`config.mk`:
```
export PLATFORM = sky130hd
export DESIGN_NAME = knot_addr_gen
export DESIGN_NICKNAME = d
export VERILOG_FILES = /design/src/rtl/nka_pkg.sv /design/src/rtl/nka_round_div.sv /design/src/rtl/nka_burst_gen.sv /design/src/rtl/knot_addr_gen.sv
export SDC_FILE = /design/constraint.sdc
export NUM_CORES = 2
export LEC_CHECK = 0
export CAP_MARGIN = 20
export CORE_MARGIN = 2
export CORE_UTILIZATION = 30
export DETAILED_ROUTE_END_ITERATION = 10
export GPL_TIMING_DRIVEN = 0
export PLACE_DENSITY_LB_ADDON = 0.2
export SLEW_MARGIN = 5
export SYNTH_ARGS = -nofsm -noshare
export SYNTH_HDL_FRONTEND = slang
export SYNTH_SLANG_ARGS = --single-unit
```
`constraint.sdc`:
```
create_clock -name clk -period 7.25 [get_ports clk]
set_input_delay 1.0875 -clock clk [delete_from_list [all_inputs] [get_ports clk]]
set_output_delay 1.0875 -clock clk [all_outputs]
set_load 0.01 [all_outputs]
```
`src/rtl/nka_pkg.sv`:
```
package nka_pkg;

    localparam int NDIM = 4;

    typedef enum logic [2:0] {
        ST_IDLE,
        ST_PREP,
        ST_DIV,
        ST_ACCUM,
        ST_FINISH,
        ST_DONE,
        ST_BURST
    } nka_state_e;

endpackage

```
`src/rtl/nka_round_div.sv`:
```
// Restoring divider: one quotient bit per step, MSB first.
module nka_round_div #(
    parameter int DW = 26
) (
    input  logic          clk,
    input  logic          rst_n,
    input  logic          load_i,
    input  logic          step_i,
    input  logic [DW-1:0] num_i,
    input  logic [DW-1:0] den_i,
    output logic [DW-1:0] quo_o
);

    logic [DW-1:0] rem_q;
    logic [DW-1:0] num_q;
    logic [DW-1:0] quo_q;
    logic [DW:0]   rem_sh;
    logic          ge;

    assign rem_sh = {rem_q, num_q[DW-1]};
    assign ge     = rem_sh >= {1'b0, den_i};

    always_ff @(posedge clk) begin
        if (!rst_n) begin
            rem_q <= '0;
            num_q <= '0;
            quo_q <= '0;
        end else if (load_i) begin
            rem_q <= '0;
            num_q <= num_i;
            quo_q <= '0;
        end else if (step_i) begin
            rem_q <= ge ? DW'(rem_sh - {1'b0, den_i}) : rem_sh[DW-1:0];
            num_q <= {num_q[DW-2:0], 1'b0};
            quo_q <= {quo_q[DW-2:0], ge};
        end
    end

    assign quo_o = quo_q;

endmodule

```
`src/rtl/nka_burst_gen.sv`:
```
// Word-address walker across one table node.
module nka_burst_gen #(
    parameter int ADDR_W     = 43,
    parameter int NODE_WORDS = 500,
    parameter int WORD_BYTES = 4
) (
    input  logic              clk,
    input  logic              rst_n,
    input  logic              run_i,
    input  logic [ADDR_W-1:0] base_i,
    output logic [ADDR_W-1:0] addr_o,
    output logic              last_o
);

    localparam int CNT_W = (NODE_WORDS > 1) ? $clog2(NODE_WORDS) : 1;

    logic [CNT_W-1:0] cnt_q;

    always_ff @(posedge clk) begin
        if (!rst_n || !run_i) begin
            cnt_q <= '0;
        end else begin
            cnt_q <= cnt_q + 1'b1;
        end
    end

    assign last_o = cnt_q == CNT_W'(NODE_WORDS - 1);
    assign addr_o = base_i + ADDR_W'(cnt_q) * ADDR_W'(WORD_BYTES);

endmodule

```
`src/rtl/knot_addr_gen.sv`:
```
module knot_addr_gen
    import nka_pkg::*;
#(
    parameter int  VAL_W      = 24,
    parameter int  IDX_W      = 8,
    parameter int  NODE_BYTES = 2000,
    parameter int  WORD_BYTES = 4,
    localparam int LIN_W      = NDIM * IDX_W,
    localparam int ADDR_W     = LIN_W + $clog2(NODE_BYTES)
) (
    input  logic                        clk,
    input  logic                        rst_n,
    input  logic                        req_valid_i,
    input  logic                        req_burst_i,
    input  logic [NDIM-1:0][VAL_W-1:0]  est_i,
    input  logic [NDIM-1:0][VAL_W-1:0]  grid_start_i,
    input  logic [NDIM-1:0][VAL_W-1:0]  grid_step_i,
    input  logic [NDIM-1:0][IDX_W-1:0]  grid_knots_i,
    output logic                        busy_o,
    output logic                        done_o,
    output logic                        range_err_o,
    output logic [ADDR_W-1:0]           node_addr_o,
    output logic [NDIM-1:0][IDX_W-1:0]  idx_o,
    output logic                        burst_valid_o,
    output logic [ADDR_W-1:0]           burst_addr_o
);

    localparam int DW         = VAL_W + 2;
    localparam int NUM_W      = VAL_W + 3;
    localparam int DIM_W      = $clog2(NDIM);
    localparam int STEP_W     = $clog2(DW);
    localparam int NODE_WORDS = NODE_BYTES / WORD_BYTES;

    nka_state_e state_q, state_d;

    logic [DIM_W-1:0]              dim_q;
    logic [STEP_W-1:0]             step_q;
    logic [NDIM-1:0][VAL_W-1:0]    est_q;
    logic                          want_burst_q;
    logic                          neg_q;
    logic                          err_q;
    logic [LIN_W-1:0]              lin_q;
    logic [NDIM-1:0][IDX_W-1:0]    idx_q;
    logic [ADDR_W-1:0]             addr_q;

    logic signed [NUM_W-1:0]       est_x, start_x, step_x, num_s;
    logic [DW-1:0]                 den, div_num, quo;
    logic                          hit;
    logic                          burst_last;

    // Rounding numerator 2*(est-start)+step and denominator 2*step for the current axis.
    always_comb begin
        est_x   = NUM_W'($signed(est_q[dim_q]));
        start_x = NUM_W'($signed(grid_start_i[dim_q]));
        step_x  = NUM_W'(grid_step_i[dim_q]);
        num_s   = ((est_x - start_x) <<< 1) + step_x;
        div_num = num_s[NUM_W-1] ? '0 : num_s[DW-1:0];
        den     = {1'b0, grid_step_i[dim_q], 1'b0};
        hit     = !neg_q && (quo < DW'(grid_knots_i[dim_q]));
    end

    nka_round_div #(.DW(DW)) u_div (
        .clk    (clk),
        .rst_n  (rst_n),
        .load_i (state_q == ST_PREP),
        .step_i (state_q == ST_DIV),
        .num_i  (div_num),
        .den_i  (den),
        .quo_o  (quo)
    );

    nka_burst_gen #(
        .ADDR_W     (ADDR_W),
        .NODE_WORDS (NODE_WORDS),
        .WORD_BYTES (WORD_BYTES)
    ) u_burst (
        .clk    (clk),
        .rst_n  (rst_n),
        .run_i  (state_q == ST_BURST),
        .base_i (addr_q),
        .addr_o (burst_addr_o),
        .last_o (burst_last)
    );

    // State register
    always_ff @(posedge clk) begin
        if (!rst_n) state_q <= ST_IDLE;
        else        state_q <= state_d;
    end

    // Next state
    always_comb begin
        state_d = state_q;
        unique case (state_q)
            ST_IDLE:   if (req_valid_i) state_d = ST_PREP;
            ST_PREP:   state_d = ST_DIV;
            ST_DIV:    if (step_q == STEP_W'(DW - 1)) state_d = ST_ACCUM;
            ST_ACCUM:  state_d = (dim_q == DIM_W'(NDIM - 1)) ? ST_FINISH : ST_PREP;
            ST_FINISH: state_d = ST_DONE;
            ST_DONE:   state_d = (want_burst_q && !err_q) ? ST_BURST : ST_IDLE;
            ST_BURST:  if (burst_last) state_d = ST_IDLE;
            default:   state_d = ST_IDLE;
        endcase
    end

    // Datapath registers
    always_ff @(posedge clk) begin
        if (!rst_n) begin
            dim_q        <= '0;
            step_q       <= '0;
            est_q        <= '0;
            want_burst_q <= 1'b0;
            neg_q        <= 1'b0;
            err_q        <= 1'b0;
            lin_q        <= '0;
            idx_q        <= '0;
            addr_q       <= '0;
        end else begin
            unique case (state_q)
                ST_IDLE: if (req_valid_i) begin
                    est_q        <= est_i;
                    want_burst_q <= req_burst_i;
                    dim_q        <= '0;
                    err_q        <= 1'b0;
                    lin_q        <= '0;
                end
                ST_PREP: begin
                    neg_q  <= num_s[NUM_W-1];
                    step_q <= '0;
                end
                ST_DIV:  step_q <= step_q + 1'b1;
                ST_ACCUM: begin
                    idx_q[dim_q] <= hit ? quo[IDX_W-1:0] : '0;
                    err_q        <= err_q | !hit;
                    lin_q        <= lin_q * LIN_W'(grid_knots_i[dim_q]) + LIN_W'(quo);
                    dim_q        <= dim_q + 1'b1;
                end
                ST_FINISH: addr_q <= err_q ? '0 : ADDR_W'(lin_q) * ADDR_W'(NODE_BYTES);
                default: ;
            endcase
        end
    end

    // Outputs
    always_comb begin
        busy_o        = state_q != ST_IDLE;
        done_o        = state_q == ST_DONE;
        burst_valid_o = state_q == ST_BURST;
        range_err_o   = err_q;
        node_addr_o   = addr_q;
        idx_o         = idx_q;
    end

endmodule

```
=== Word-level counts from Yosys, hierarchy flattened ===
Index checks and enable logic that the tools add are counted.

* Logic and storage cells: 95
* Bits in registers: 303
* Bits of input ports: 324
* Output and inout bits: 122

* Bitwise gates (word level): 2
* Equality and inequality tests: 12
* Add/subtract/negate cells: 8
* $mul: 2
* Muxes and demuxes: 30
* Order comparisons: 4
* Reductions and logical operators: 17

{| class="wikitable"
|+ Operators with widths
! cell !! count
|-
| 24-bit binary-select mux with 2-bit select || 3
|-
| 26-bit 2-to-1 mux || 4
|-
| 24-bit 2-to-1 mux || 3
|-
| 32-bit case mux with 2 select lines || 1
|-
| 43-bit by 11-bit adder with 43-bit output || 1
|-
| 43-bit 2-to-1 mux || 1
|-
| 32-bit by 7-bit multiplier with 39-bit output, second input constant || 1
|-
| 32-bit by 26-bit adder with 32-bit output || 1
|-
| 32-bit bitwise mux || 1
|-
| 32-bit by 8-bit multiplier with 32-bit output || 1
|-
| 32-bit 2-to-1 mux || 1
|-
| 26-bit by 25-bit adder with 27-bit output || 1
|-
| 27-bit by 25-bit greater-or-equal comparator with 1-bit output || 1
|-
| 26-bit by 8-bit < comparator with 1-bit output || 1
|-
| 26-bit by 25-bit subtractor with 26-bit output || 1
|-
| 24-bit by 24-bit subtractor with 25-bit output || 1
|-
| 8-bit 2-to-1 mux || 3
|-
| 3-bit case mux with 7 select lines || 1
|-
| 8-bit binary-select mux with 2-bit select || 1
|-
| 8-bit demux with 2-bit select || 1
|-
| 3-bit 2-to-1 mux || 5
|-
| 5-bit case mux with 2 select lines || 1
|-
| 9-bit by 1-bit adder with 9-bit output, second input constant || 1
|-
| 3-bit == test, second input constant || 3
|-
| 25 further kinds || 36
|}

=== Depth between registers and ports, before layout ===
* Depth after elaboration: 7
* Mapped depth: 27
* Depth with buffers taken out: 22

=== By module ===
A second synthesis with hierarchy kept.

* Cell total of the unflattened synthesis: 3,582
* Area total of the unflattened synthesis: 30,785.8 µm²

{| class="wikitable"
|+ By module, submodules not included
! module !! instances !! cells an instance !! area each (µm²)
|-
| knot_addr_gen || 1 || 2,827 || 24,522.3
|-
| nka_round_div || 1 || 567 || 4,713.3
|-
| nka_burst_gen || 1 || 188 || 1,550.2
|}

=== Worst setup path before layout ===
OpenSTA, ideal clock, no wires.

* Path kind: reg-to-reg
* Start point: register dim_q[0]
* End point: register u_div.num_q[13]
* Library setup time: 0.116 ns
* Slack: 0.558 ns
* Data arrival time: 6.576 ns
* Cell stages (with the launch flop): 26
* Period minus slack after synthesis: 6.692 ns
* Buffers on the path: 4
* Path through: dfxtp_1 -> buf_2 -> buf_2 -> clkbuf_1 -> buf_1 -> mux4_2 -> inv_1 -> ha_1 -> nor2b_1 -> o31a_1 -> o41a_1 -> o21a_1 -> or2_1 -> a31oi_1 -> o21ai_1 -> xor2_1 -> ha_1 -> and3_1 -> and2_1 -> a221o_1 -> o31a_1 -> a31oi_1 -> o41ai_4 -> or2_2 -> nand2_2 -> and3b_1

* Cells in the longest elaborated chain, start to end: 6

{| class="wikitable"
|+ Ends and longest elaborated chain
! element !! RTL line !! RTL
|-
| from (decl) || knot_addr_gen.sv:36 || <nowiki>logic [DIM_W-1:0] dim_q;</nowiki>
|-
| from (signal assigned) || knot_addr_gen.sv:136 || <nowiki>dim_q <= dim_q + 1'b1;</nowiki>
|-
| 24-bit binary-select mux with 2-bit select, on equally long branches || knot_addr_gen.sv:53, knot_addr_gen.sv:54 ||
|-
| 24-bit 2-to-1 mux, on equally long branches || knot_addr_gen.sv:53, knot_addr_gen.sv:54 ||
|-
| 24-bit by 24-bit subtractor with 25-bit output || knot_addr_gen.sv:56 || <nowiki>num_s = ((est_x - start_x) <<< 1) + step_x;</nowiki>
|-
| 26-bit by 25-bit adder with 27-bit output * || knot_addr_gen.sv:56 ||
|-
| 26-bit 2-to-1 mux * || knot_addr_gen.sv:57 || <nowiki>div_num = num_s[NUM_W-1] ? '0 : num_s[DW-1:0];</nowiki>
|-
| 26-bit 2-to-1 mux * || nka_round_div.sv:28 || <nowiki>end else if (load_i) begin</nowiki>
|-
| to (signal assigned) || nka_round_div.sv:30 || <nowiki>num_q <= num_i;</nowiki>
|-
| to (signal assigned) || nka_round_div.sv:34 || <nowiki>num_q <= {num_q[DW-2:0], 1'b0};</nowiki>
|-
| to (decl) || nka_round_div.sv:15 || <nowiki>logic [DW-1:0] num_q;</nowiki>
|}

Mark *: on every way between the ends. The rest lies on a longest branch, timed or not. The select of a mux whose other input is x is not followed.
A chain may end at the register's enable or synchronous reset.

=== Worst setup path after layout ===
* Start point: input port grid_knots_i[11] in the netlist's numbering
* End point: register lin_q[31]

* Cells in the longest elaborated chain, start to end: 5

{| class="wikitable"
|+ Ends and longest elaborated chain
! element !! RTL line !! RTL
|-
| from (decl) || knot_addr_gen.sv:18 || <nowiki>input logic [NDIM-1:0][IDX_W-1:0] grid_knots_i,</nowiki>
|-
| 8-bit binary-select mux with 2-bit select || knot_addr_gen.sv:135 || <nowiki>lin_q <= lin_q * LIN_W'(grid_knots_i[dim_q]) + LIN_W'(quo);</nowiki>
|-
| 8-bit 2-to-1 mux (implied by the code) || knot_addr_gen.sv:135 ||
|-
| 32-bit by 8-bit multiplier with 32-bit output || knot_addr_gen.sv:135 ||
|-
| 32-bit by 26-bit adder with 32-bit output || knot_addr_gen.sv:135 ||
|-
| 32-bit case mux with 2 select lines || knot_addr_gen.sv:119 || <nowiki>unique case (state_q)</nowiki>
|-
| to (signal assigned) || knot_addr_gen.sv:135 ||
|-
| to (decl) || knot_addr_gen.sv:42 || <nowiki>logic [LIN_W-1:0] lin_q;</nowiki>
|}

Every way passes these cells. The select of a mux whose other input is x is not followed.

==> metrics.md <==
| Metric | Value |
|---|---|
| Status | finished, final reports clean |
| Placed cells | 5,290 |
| Dpl cell area | 0.0363 sq mm |
| Layout cells sized above 1 | 4.95% |
| WL/cell | 19.1 um |
| Async S/R FF share, synth | 0% |
| Drt drc | 0 |
| Setup CP Type | input pin to register |
| DR vias | 26.1k |
| Int Pwr | 3440 uW |
| Via-to-Cell Ratio | 4.86 |
| TritonRoute pass-1 iters | 5 |
| Grt total ovfl | 0 |
| Initial antenna violation count | 3 |
| Clock power frac | 40.6% |
| CTS tree | built |
| Reg2Reg Depth | 22 |
| Worst Skew | 0.0213 ns |
| Netlist cell types | 79 |
| Post-CTS Hold Buffers | 0 |
| Register Area | 0.00599 sq mm |
| Initial drt markers | 1,410 |
| Clk sinks | 299 |
| Area added between synthesis and finish | 24.8% |
| Sequential share of the synthesized area | 19.8% |
| Sw Share | 31.1% |
| Cts bufs inserted | 41 |
| Max frequency | 142 MHz |
| # setup viols final | 0 |
| IO Port Bufs | 439 |
| Nets | 4,887 |
| Max-Cap Viols | 0 |
| Period minus WS final | 7.03 ns |
| CP startpoint kind | input pin |
| Largest net degree at the start of global routing | 12 |
| Leak | 0.0157 uW |
| Area of the multi-input gates | 0.0219 sq mm |
| Antenna Cells | 0 |
| Worst Path Required | 7.70 ns |
| YS warnings | 0 |
| Sw Pwr | 1550 uW |
| Die area | 0.103 sq mm |
| Most frequent cells in the layout | 510 x nand2_1, 486 x inv_1, 439 x clkdlybuf4s50_1 |
| Die Y | 321 um |
| Commonest non-fill, non-tap cell in the layout | nand2_1 |
| Initial Utilization | 30.2% |
| Clock buffer depth | 3 |
| Number of synthesized flops with an enable pin | 0 |
| Fin cells | 5,361 |
| GRT Util Overall | 19.9% |
| Flops & latches, synth | 299 |
| Slew @ Worst Pin | 1.10 ns |
| Syn Std Cell Area | 0.0302 sq mm |
| Crit. End Element | register |
| Fill cells | 10.4k |
| Final ANT Viol Nets | 0 |
| First-pass GRT wire length | 158,000 um |
| Vias in the first global route | 26.6k |
| Ys flop type | dfxtp_1 |
| Core outline area | 0.100 sq mm |
| CP Max Fanout | 10 |
| Logic gate share of total power | 24.3% |
| Worst min path class | register to register |
| Final period util | 96.9% |
| Unrepaired setup endpoints after global routing | no |
| Post-Synthesis Cells | 3,546 |
| Critical path arrival | 7.47 ns |
| CTS Root Cell | clkbuf_16 |
| Power Density | 132 mW/mm^2 |
| Final Hold Viols | 0 |
| Total wire length | 102,000 um |
| Slew margin rel. | 26.0% |
| Seq pwr share | 35.1% |
| Worst hold path depth | 2 |
| Mapped Avg Cell Area | 8.52 sq um |
| Clk slew on worst S/H paths | 0.06 ns |
| Die X-Extent | 321 um |
| DP HPWL | 85,600 um |
| Rows | 116 |
| Final instance area | 0.0377 sq mm |
| GP Congestion | 0.865 |
| Peak supply drop | 140 uV |
| Worst skew pair latency | 0.58 ns |
| CTS HTree Levels | 2 |
| Fin. max-slew vios | 0 |
| I/O pin count | 446 |
[power by group through the flow]
| stage | Clock (uW) | Combinational (uW) | Sequential, uW |
|---|---|---|---|
| floorplan | 0 | 736 | 1770 |
| global placement | 0 | 1190 | 1790 |
| detailed placement | 0 | 1190 | 1790 |
| CTS | 2090 | 1210 | 1750 |
| global route | 2140 | 1330 | 1760 |
| finish | 2020 | 1210 | 1750 |
[cells by family after synthesis]
logic type / after synthesis / synth area share [%]
AND/OR/NAND/NOR: 1086 / 16.0
AO/OA/AOI/OAI: 728 / 15.4
buffers and inverters: 638 / 8.04
adder cells (fa/ha/maj): 525 / 29.3
flip-flops: 299 / 19.8
XOR/XNOR: 160 / 4.64
multiplexers: 109 / 6.82
other: 1 / 0.0124
[layout make-up]
type                    instances  share of cell area, %
inverters                     488                   4.86
flip-flops and latches        299                   15.9
well taps                    1298                   4.31
multi-input cells            2614                   58.0
repair buffers                446                   11.8
plain buffers                 148                   1.72
clock inverters                18                  0.594
clock buffers                  50                   2.89
[worst max-delay path, cell delays in order]
cell and delay, ns:
clkdlybuf4s50_1 0.40, mux2i_1 0.16, mux2_2 0.28, clkbuf_1 0.61
clkbuf_1 0.47, nor2_1 0.12, fa_1 0.55, fa_1 0.46
fa_1 0.55, inv_1 0.05, fa_1 0.53, inv_1 0.04
ha_1 0.43, and2_1 0.19, a41oi_2 0.04, buf_4 0.18
a21oi_1 0.45, a211oi_2 0.18, o21ai_1 0.31, o41ai_2 0.10
xnor2_1 0.17, o21ai_1 0.08
[path summary, 6_finish.rpt]
| path | from | endpoint | slack (ns) |
|---|---|---|---|
| max reg2reg | dim_q[1] | lin_q[31] | 0.31 |
| max | grid_knots_i[11] | lin_q[31] | 0.22 |
| min reg2reg | idx_o[22] | idx_o[22] | 0.45 |
| min | idx_o[22] | idx_o[22] | 0.45 |
[repair_timing]
item | 4_1_cts | 5_1_grt
setup buffers | 4 | 1
pin swaps | 1 | 2
endpoints found under the setup margin | 46 | 27
resized for setup | 37 | 13
[flip-flops by register name, indices dropped and copies added (netlist names), 2 cells and up]
name / cells
est_q: 96
node_addr_o: 39
idx_o: 32
lin_q: 32
u_div.num_q: 26
u_div.quo_o: 26
u_div.rem_q: 26
u_burst.cnt_q: 9
step_q: 5
state_q: 3
dim_q: 2
[synth_stat cells, types with 26 or more instances]
library cell	n	area (sq um)
inv_1	486	1820
dfxtp_1	299	5990
a21boi_0	113	848
mux4_2	77	1730
nand2_1	510	1910
nand2b_1	36	225
xnor2_1	104	911
mux2i_1	27	270
and2_1	45	282
clkbuf_1	124	465
fa_1	303	6070
a21oi_1	184	921
ha_1	222	2780
nor3_1	26	130
nor2_1	250	938
nand3_1	63	315
o21ai_0	83	415
a21o_1	56	420
o21ai_1	91	455
xor2_1	56	490
nor2b_1	52	325
[per-stage QoR]
| stage | total power [uW] | worst slack, ns | setup TNS, ns | utilization, % | hold WS [ns] |
|---|---|---|---|---|---|
| finish | 4990 | 0.225 | 0 | 37.7 | 0.450 |
| floorplan | 2510 | 0.558 | 0 | - | 0.423 |
| detailed placement | 2980 | -1.43 | -48.20 | 36.3 | 0.446 |
| CTS | 5050 | 0.0132 | 0 | 37.7 | 0.454 |
| global placement | 2980 | -1.44 | -48.96 | 36.2 | 0.440 |
| global route | 5220 | 0.0182 | 0 | 37.7 | 0.473 |
[per-layer routing]
metal	GRT usage (%)	up-vias	share of wire, %
met3	2.83	113	4.8
met4	5.68	2	2.8
met5	0	-	0.011
met1	26.8	12552	46
li1	-	12748	-
met2	33.0	666	46
No activity file was read; power rests on OpenSTA's default activity.
